[config.mk]
export PLATFORM = sky130hd
export DESIGN_NAME = fault_irq_merger
export DESIGN_NICKNAME = d
export VERILOG_FILES = /design/src/rtl/fltc_pkg.sv /design/src/rtl/fltc_sync.sv /design/src/rtl/fltc_deglitch.sv /design/src/rtl/fltc_stretch.sv /design/src/rtl/fault_irq_merger.sv
export SDC_FILE = /design/constraint.sdc
export NUM_CORES = 1
export LEC_CHECK = 0
export ABC_AREA = 1
export BUFFER_PORTS_ARGS = -buffer_cell sky130_fd_sc_hd__buf_4
export CORE_MARGIN = 3
export CORE_UTILIZATION = 58
export CTS_CLUSTER_SIZE = 28
export DETAILED_ROUTE_END_ITERATION = 10
export PLACE_DENSITY = 0.8
export SYNTH_ARGS = -nofsm -noshare
export SYNTH_HDL_FRONTEND = slang
export SYNTH_SLANG_ARGS = --single-unit
[constraint.sdc]
create_clock -name clk_i -period 2.8 [get_ports clk_i]
set_input_delay 0.14 -clock clk_i [delete_from_list [all_inputs] [get_ports clk_i]]
set_output_delay 0.14 -clock clk_i [all_outputs]
set_load 0.05 [all_outputs]
[src/rtl/fltc_pkg.sv]
package fltc_pkg;

    localparam int SYNC_DEPTH = 2;

    typedef enum logic [1:0] {
        STR_IDLE = 2'd0,
        STR_HOLD = 2'd1,
        STR_TAIL = 2'd2
    } str_state_e;

    typedef struct packed {
        str_state_e state;
        logic       irq;
    } str_view_t;

    function automatic logic str_is_active(input str_state_e s);
        return (s != STR_IDLE);
    endfunction

endpackage

[src/rtl/fltc_sync.sv]
module fltc_sync #(
    parameter int W      = 4,
    parameter int STAGES = 2
) (
    input  logic         clk_i,
    input  logic         rst_i,
    input  logic [W-1:0] d_i,
    output logic [W-1:0] q_o
);
    logic [W-1:0] stg_q [STAGES];

    always_ff @(posedge clk_i) begin
        if (rst_i) begin
            for (int k = 0; k < STAGES; k++) stg_q[k] <= '1;
        end else begin
            stg_q[0] <= d_i;
            for (int k = 1; k < STAGES; k++) stg_q[k] <= stg_q[k-1];
        end
    end

    assign q_o = stg_q[STAGES-1];
endmodule

[src/rtl/fltc_deglitch.sv]
module fltc_deglitch #(
    parameter int CNT_W = 16
) (
    input  logic             clk_i,
    input  logic             rst_i,
    input  logic             fault_i,
    input  logic [CNT_W-1:0] min_i,
    output logic             qual_o
);
    logic [CNT_W-1:0] run_q;
    logic [CNT_W:0]   run_inc;

    assign run_inc = {1'b0, run_q} + 1'b1;

    always_ff @(posedge clk_i) begin
        if (rst_i || !fault_i) begin
            run_q  <= '0;
            qual_o <= 1'b0;
        end else begin
            if (run_q != '1) run_q <= run_inc[CNT_W-1:0];
            qual_o <= (run_inc >= {1'b0, min_i});
        end
    end

    // A qualified fault can only follow a sampled combined fault
    assert_qual_needs_fault_R3: assert property (@(posedge clk_i) disable iff (rst_i)
        qual_o |-> $past(fault_i));

    // Qualification persists while the fault persists
    assert_qual_sticky_R5: assert property (@(posedge clk_i) disable iff (rst_i)
        (qual_o && fault_i) |=> qual_o);
endmodule

[src/rtl/fltc_stretch.sv]
module fltc_stretch #(
    parameter int CNT_W = 16
) (
    input  logic             clk_i,
    input  logic             rst_i,
    input  logic             qual_i,
    input  logic [CNT_W-1:0] len_i,
    output logic             irq_o
);
    import fltc_pkg::*;

    str_state_e       st_q;
    logic [CNT_W-1:0] rem_q;

    always_ff @(posedge clk_i) begin
        if (rst_i) begin
            st_q  <= STR_IDLE;
            rem_q <= '0;
        end else if (qual_i) begin
            st_q  <= STR_HOLD;
            rem_q <= len_i;
        end else begin
            case (st_q)
                STR_HOLD, STR_TAIL: begin
                    if (rem_q == '0) begin
                        st_q <= STR_IDLE;
                    end else begin
                        st_q  <= STR_TAIL;
                        rem_q <= rem_q - 1'b1;
                    end
                end
                default: st_q <= STR_IDLE;
            endcase
        end
    end

    assign irq_o = str_is_active(st_q);

    assert_irq_during_qual_R5: assert property (@(posedge clk_i) disable iff (rst_i)
        qual_i |=> irq_o);

    assert_rise_after_qual_R4: assert property (@(posedge clk_i) disable iff (rst_i)
        $rose(irq_o) |-> $past(qual_i));

    assert_tail_present_R6: assert property (@(posedge clk_i) disable iff (rst_i)
        ($fell(qual_i) && len_i != '0) |=> irq_o);
endmodule

[src/rtl/fault_irq_merger.sv]
module fault_irq_merger #(
    parameter int NUM_IN = 4,
    parameter int CNT_W  = 16
) (
    input  logic              clk_i,
    input  logic              rst_i,
    input  logic [NUM_IN-1:0] fault_n_i,
    input  logic [CNT_W-1:0]  cfg_glitch_min_i,
    input  logic [CNT_W-1:0]  cfg_stretch_i,
    output logic              irq_o
);
    import fltc_pkg::*;

    logic [NUM_IN-1:0] fault_n_sync;
    logic              any_fault;
    logic              fault_qual;

    fltc_sync #(.W(NUM_IN), .STAGES(SYNC_DEPTH)) sync_i (
        .clk_i (clk_i),
        .rst_i (rst_i),
        .d_i   (fault_n_i),
        .q_o   (fault_n_sync)
    );

    assign any_fault = |(~fault_n_sync);

    fltc_deglitch #(.CNT_W(CNT_W)) deglitch_i (
        .clk_i   (clk_i),
        .rst_i   (rst_i),
        .fault_i (any_fault),
        .min_i   (cfg_glitch_min_i),
        .qual_o  (fault_qual)
    );

    fltc_stretch #(.CNT_W(CNT_W)) stretch_i (
        .clk_i  (clk_i),
        .rst_i  (rst_i),
        .qual_i (fault_qual),
        .len_i  (cfg_stretch_i),
        .irq_o  (irq_o)
    );

    assert_idle_after_reset_R8: assert property (@(posedge clk_i)
        rst_i |=> !irq_o);
endmodule

==> impl_metrics.json, run 1 <==
{
  "status": "complete, no violations",
  "power_density_mw_per_mm2": 372.3,
  "die_y_um": 75.64,
  "drtAntennaViolNets": 0,
  "final_core_util": 0.7181,
  "wirelength_um": 5853,
  "antenna_found_initial": 0,
  "rsz0062_at_grt": "false",
  "syn_to_final_growth_pct": 14.99,
  "slew_viol_final": 0,
  "vias_per_cell": 5.145,
  "cts_buffers": 5,
  "fin_crit_ps": 2496,
  "cp_max_fo": 4,
  "synth.yosys.seq_area_share": 0.3060,
  "drcViolationCount": 0,
  "post_cts_buffers": 0,
  "nets": 495,
  "ioPinCount": 39,
  "irDropWorstVdd_uv": 474.7,
  "rows": 24,
  "synth_top_area_share": 0.3060,
  "slowest_delay_ps": 390,
  "yosys.area.top_type": "dfxtp_1",
  "portBuffers": 38,
  "maxCapViolCount": 0,
  "tightest_slew_ps": 717.9,
  "cts.htree.levels": 2,
  "seq_area_sq_um": 860.8,
  "synth_area_leaders": "dfxtp_1 31%, nand2_1 10%, inv_1 9.3%",
  "worst_path_max_delay_cell": "dfxtp_1",
  "path_clk_slew_ps": 80,
  "die_w_um": 75.64,
  "worstPathRequired_ps": 3000,
  "cts_root_buffer": "clkbuf_8",
  "synth-seq-cells": 43,
  "synthesis.area_sq_mm": 0.002813,
  "cts_resized": 0,
  "grt_pass1_vias": 2291,
  "grt_max_degree": 22,
  "syn-instance-count": 400,
  "p_leak_nw": 1.685,
  "dieArea_sq_mm": 0.005721,
  "grt_pass1_wl_um": 9804,
  "drt_first_pass_iters": 4,
  "synth.net_count": 457,
  "arrival_ps": 2700,
  "final_area_sq_mm": 0.003234,
  "yosys_warnings": 0,
  "hold_buffers": 0,
  "start_kind": "register",
  "clk_path_buf_depth": 2,
  "timing.final.crit_share": 0.8915,
  "drive_gt1_frac": 0.2164,
  "grt.overflow.total": 0,
  "yosysUniqueCellTypes": 37,
  "syn_area_per_cell_sq_um": 7.032,
  "grtUsageTotal": 0.2209,
  "wl_per_cell_um": 11.92,
  "crit_chain": "ha_1, nand3_2, nor2_4, inv_2, nor2_4, nand3_1, xor2_1, inv_1, ha_1, a21oi_1, o211ai_1, inv_1, nand2_1, nor2_1, nand3_1, nand2_1, inv_1",
  "endpoint_kind": "register",
  "dpl-instance-area_sq_mm": 0.003122,
  "critical_path.most_common_cell": "inv_1",
  "clock_sinks": 43,
  "core_sq_mm": 0.004504,
  "nFillCells": 376,
  "clkLatencyLatePin_ps": 300,
  "final_hold_viol_count": 0,
  "skew_ps": 3.956,
  "hpwl_um": 4550,
  "initial_core_util": 0.6244,
  "diodes": 0,
  "first_iter_violations": 172,
  "gp_congestion": 0.8800,
  "max_freq_mhz": 400.6,
  "multiInputGateArea_sq_mm": 0.001629,
  "vias": 2526,
  "final.setup.tns_ps": 0,
  "cts_tree": "yes",
  "critPathKind": "register to register",
  "hold_path_class": "input pin to register",
  "slew-limit-headroom": 0.5207,
  "finalSetupViolCount": 0
}
==> cell usage in the layout, fill, tap and decap left out, drive strengths merged <==
master,instances
nand3b,1
nor2,52
ha,19
and2,1
o21ai,14
inv,75
o211ai,1
bufinv,1
o21bai,2
or2,11
a21oi,28
a21boi,2
nand2,86
nor3b,1
xnor2,3
nand4,13
dfxtp,43
xor2,19
clkbuf,5
nor3,4
nor4,2
clkinv,2
nor2b,1
buf,38
nand3,15
==> per-stage QoR <==
stage               hold slack, ps  std cells  power (mW)  setup WS (ps)
finish                       23.20        491       1.204          303.9
global route                 16.57        491       1.239          62.37
CTS                          16.11        491       1.206          305.8
detailed placement           326.6        483      0.7285          316.3
global placement             324.5        483      0.7263          439.6
floorplan                    243.8        400      0.6782          592.2
==> flip-flops by register name, summed over array words and instances, names as in the netlist <==
signal and flops:
deglitch_i.qual_o 1, deglitch_i.run_q 16, stretch_i.rem_q 16, stretch_i.st_q 2, sync_i.stg_q 8
==> final timing paths <==
path	start	to	slack, ps	cells after the start
max	deglitch_i.run_q[0]	deglitch_i.qual_o	300	17
min	fault_n_i[0]	sync_i.stg_q[0][0]	20	2
max reg2reg	deglitch_i.run_q[0]	deglitch_i.qual_o	300	17
min reg2reg	sync_i.stg_q[0][1]	sync_i.stg_q[0][5]	410	1
==> per-layer routing <==
metal / up-vias / global-route usage / wire [um]
met3: 11 / 0.04090 / 278
met5: - / 0 / 0
met1: 1134 / 0.3146 / 2854
met4: 0 / 0.06602 / 82
met2: 58 / 0.3404 / 2639
li1: 1323 / - / -
==> worst max-delay path: cells and delay by family (launching register included) <==
family | cells | cell delay (ps)
fa+ha+maj | 2 | 530
buf+inv | 4 | 240
xor+xnor | 1 | 220
flops | 1 | 390
simple gates | 8 | 790
compound gates | 2 | 240
==> report_power, final <==
part           switching [mW]  internal, mW
registers             0.00270         0.618
logic                  0.0422        0.0513
clock network           0.224         0.266
total                   0.269         0.935
==> final cells by class <==
class	count	area share
clock buffer	5	0.02128
tap	52	0.02012
multi-input combinational	275	0.5037
sequential	43	0.2662
inverter	75	0.08704
timing repair buffer	38	0.08820
clock inverter	3	0.01354
==> cell usage after synthesis <==
master / count
inv_2: 5
xnor2_1: 3
o21ai_1: 3
nor4_1: 2
o211ai_1: 1
nand4_2: 1
clkbuf_1: 3
or2_1: 2
or2_2: 9
dfxtp_1: 43
inv_1: 70
a21oi_1: 20
nand3b_1: 1
nand2_1: 78
nor2_1: 39
xor2_1: 19
o21bai_1: 2
a21boi_1: 1
a21boi_0: 1
nor2b_4: 1
o21ai_4: 1
nand3_1: 14
nand3_2: 1
nor2_4: 4
nand4_1: 12
nor3b_1: 1
nand2_4: 1
buf_2: 3
nand2_2: 7
a21oi_2: 8
nor3_2: 2
o21ai_0: 10
ha_1: 19
nor2_2: 9
and2_1: 1
nor3_1: 2
buf_8: 1
==> cells by family after synthesis <==
logic type / Yosys count / synth area share
buf+inv: 82 / 0.1148
simple gates: 187 / 0.3234
compound gates: 47 / 0.1028
flops: 43 / 0.3061
fa+ha+maj: 19 / 0.08452
xor+xnor: 22 / 0.06851
No activity file was read; power rests on OpenSTA's default activity.
==> run 2: changes to the inputs <==
Clock period 2.8 ns to 2.3 ns, I/O delays scaled along.
==> impl_metrics.json, run 2 (synthesis results as in run 1) <==
{
  "status": "finished, violations left",
  "violations": "negative setup slack",
  "vias_per_cell": 5.243,
  "max_freq_mhz": 433.5,
  "setup_ws_ps": -6.950,
  "grt_pass1_wl_um": 10940,
  "die_w_um": 75.64,
  "crit_chain": "ha_4, nand3_4, nor2_4, inv_2, nor2_4, nand3_2, xor2_2, inv_2, ha_4, a21oi_1, o211ai_1, inv_1, nand2_1, nor2_1, nand3_1, nand2_1, inv_1",
  "cts.htree.levels": 2,
  "whs_ps": 38.40,
  "power_density_mw_per_mm2": 448.8,
  "drt_first_pass_iters": 4,
  "drive_gt1_frac": 0.3074,
  "irDropWorstVdd_uv": 449.3,
  "wirelength_um": 6911,
  "start_kind": "register",
  "maxCapViolCount": 0,
  "endpoint_kind": "register",
  "vias": 2695,
  "nets": 518,
  "critPathKind": "register to register",
  "die_y_um": 75.64,
  "diodes": 0,
  "path_buf_inv": 4,
  "place_ws_ps": -106.1,
  "syn_to_final_growth_pct": 27.58,
  "slew_viol_final": 0,
  "hold_path.startpoint": "cfg_stretch_i[8]",
  "power_mw": 1.610,
  "first_iter_violations": 142,
  "timing.final.crit_share": 1.003,
  "timing.rr.start": "deglitch_i.run_q[1]",
  "final_common_cell": "nand2_1",
  "final_hold_viol_count": 0,
  "hold_path_class": "input pin to register",
  "crit_start": "deglitch_i.run_q[1]",
  "drcViolationCount": 0,
  "dieArea_sq_mm": 0.005721,
  "gp_congestion": 0.8436,
  "hpwl_um": 4782,
  "rows": 24,
  "grt.overflow.total": 0,
  "initial_core_util": 0.6244,
  "cp_max_fo": 3,
  "path_clk_slew_ps": 90,
  "ioPinCount": 39,
  "clock_sinks": 43,
  "nFillCells": 329,
  "worstPathRequired_ps": 2510,
  "cp_top_family": "simple AND/OR/NAND/NOR gates",
  "drtAntennaViolNets": 0,
  "wl_per_cell_um": 13.45,
  "rsz0062_at_grt": "true",
  "p_leak_nw": 1.819,
  "fin_crit_ps": 2307,
  "grtUsageTotal": 0.2464,
  "cts_buffers": 5,
  "finalSetupViolCount": 1,
  "clk_path_buf_depth": 2,
  "grt_max_degree": 22,
  "core_sq_mm": 0.004504,
  "skew_ps": 8.725,
  "mostFrequentLayoutCells": "72 x nand2_1, 66 x inv_1, 57 x buf_4, 40 x dfxtp_1, 37 x nor2_1",
  "clkLatencyLatePin_ps": 300,
  "reg_top3": "deglitch_i.run_q: 16 flops, stretch_i.rem_q: 16 flops, sync_i.stg_q: 8 flops",
  "slew-limit-headroom": 0.6230,
  "antenna_found_initial": 0,
  "portBuffers": 38,
  "worst_path_max_delay_cell": "dfxtp_4",
  "cts_tree": "yes",
  "cts_root_buffer": "clkbuf_8",
  "slowest_delay_ps": 380,
  "grt_pass1_vias": 2546,
  "tightest_slew_ps": 564.9,
  "arrival_ps": 2520
}
run 2: changes by cell type in the layout (fill, tap and decap cells not counted), moves of 3 or more:
cell	delta
ha_4	+4
dlygate4sd3_1	+4
dfxtp_1	-3
nand2_2	+6
inv_2	+4
buf_4	+19
ha_1	-4
inv_1	-4
nand2_1	-6
run 2: timing repair:
item / CTS / global route
pin swaps: 2 / 16
endpoints found under the hold margin: 4 / 0
resized for setup: 7 / 26
setup endpoints to repair: 1 / 1
hold buffers: 4 / 0
setup buffers: 4 / 4
run 2: layout make-up:
class | count | area, sq um | share of cell area
timing repair buffer | 61 | 467.9 | 0.1304
tap | 52 | 65.06 | 0.01813
clock buffer | 5 | 68.82 | 0.01918
multi-input combinational | 275 | 1764 | 0.4916
inverter | 75 | 281.5 | 0.07845
sequential | 43 | 869.6 | 0.2423
clock inverter | 3 | 71.32 | 0.01987
run 2: worst reg2reg max path, stage by stage (launching register included):
cell and delay [ps]:
dfxtp_4 380, ha_4 150, nand3_4 80, nor2_4 160, inv_2 60, nor2_4 130
nand3_2 100, xor2_2 210, inv_2 70, ha_4 240, a21oi_1 130, o211ai_1 110
inv_1 100, nand2_1 50, nor2_1 80, nand3_1 80, nand2_1 60, inv_1 30
run 2: per-layer routing:
layer,routed length [um],track usage
met1,3080,0.3114
met2,3510,0.4295
met3,209,0.04749
met4,110,0.06408
met5,0,0
run 2: report_power, final:
part | switching, mW | leakage [nW] | internal [mW]
clock | 0.279 | 0.0703 | 0.441
sequential | 0.00461 | 0.350 | 0.752
combinational | 0.0612 | 1.40 | 0.0737
run 2: final timing paths:
| kind | endpoint | slack (ps) | depth (start not counted) |
|---|---|---|---|
| worst max-delay path | deglitch_i.qual_o | -7 | 17 |
| worst min-delay path | stretch_i.rem_q[8] | 40 | 3 |
| worst max register to register | deglitch_i.qual_o | -7 | 17 |
| worst min register to register | sync_i.stg_q[0][7] | 410 | 1 |
run 2: stage by stage:
step / std cells / TNS (ps) / utilization / area, sq um
4_1_cts: 510 / 0 / 0.7647 / 3445
5_1_grt: 514 / -276.9 / 0.7967 / 3588
6_report: 514 / -6.950 / 0.7967 / 3588
3_5_place_dp: 494 / -106.1 / 0.7114 / 3204
3_3_place_gp: 494 / 0 / 0.7114 / 3204
2_1_floorplan: 400 / 0 / - / 2813
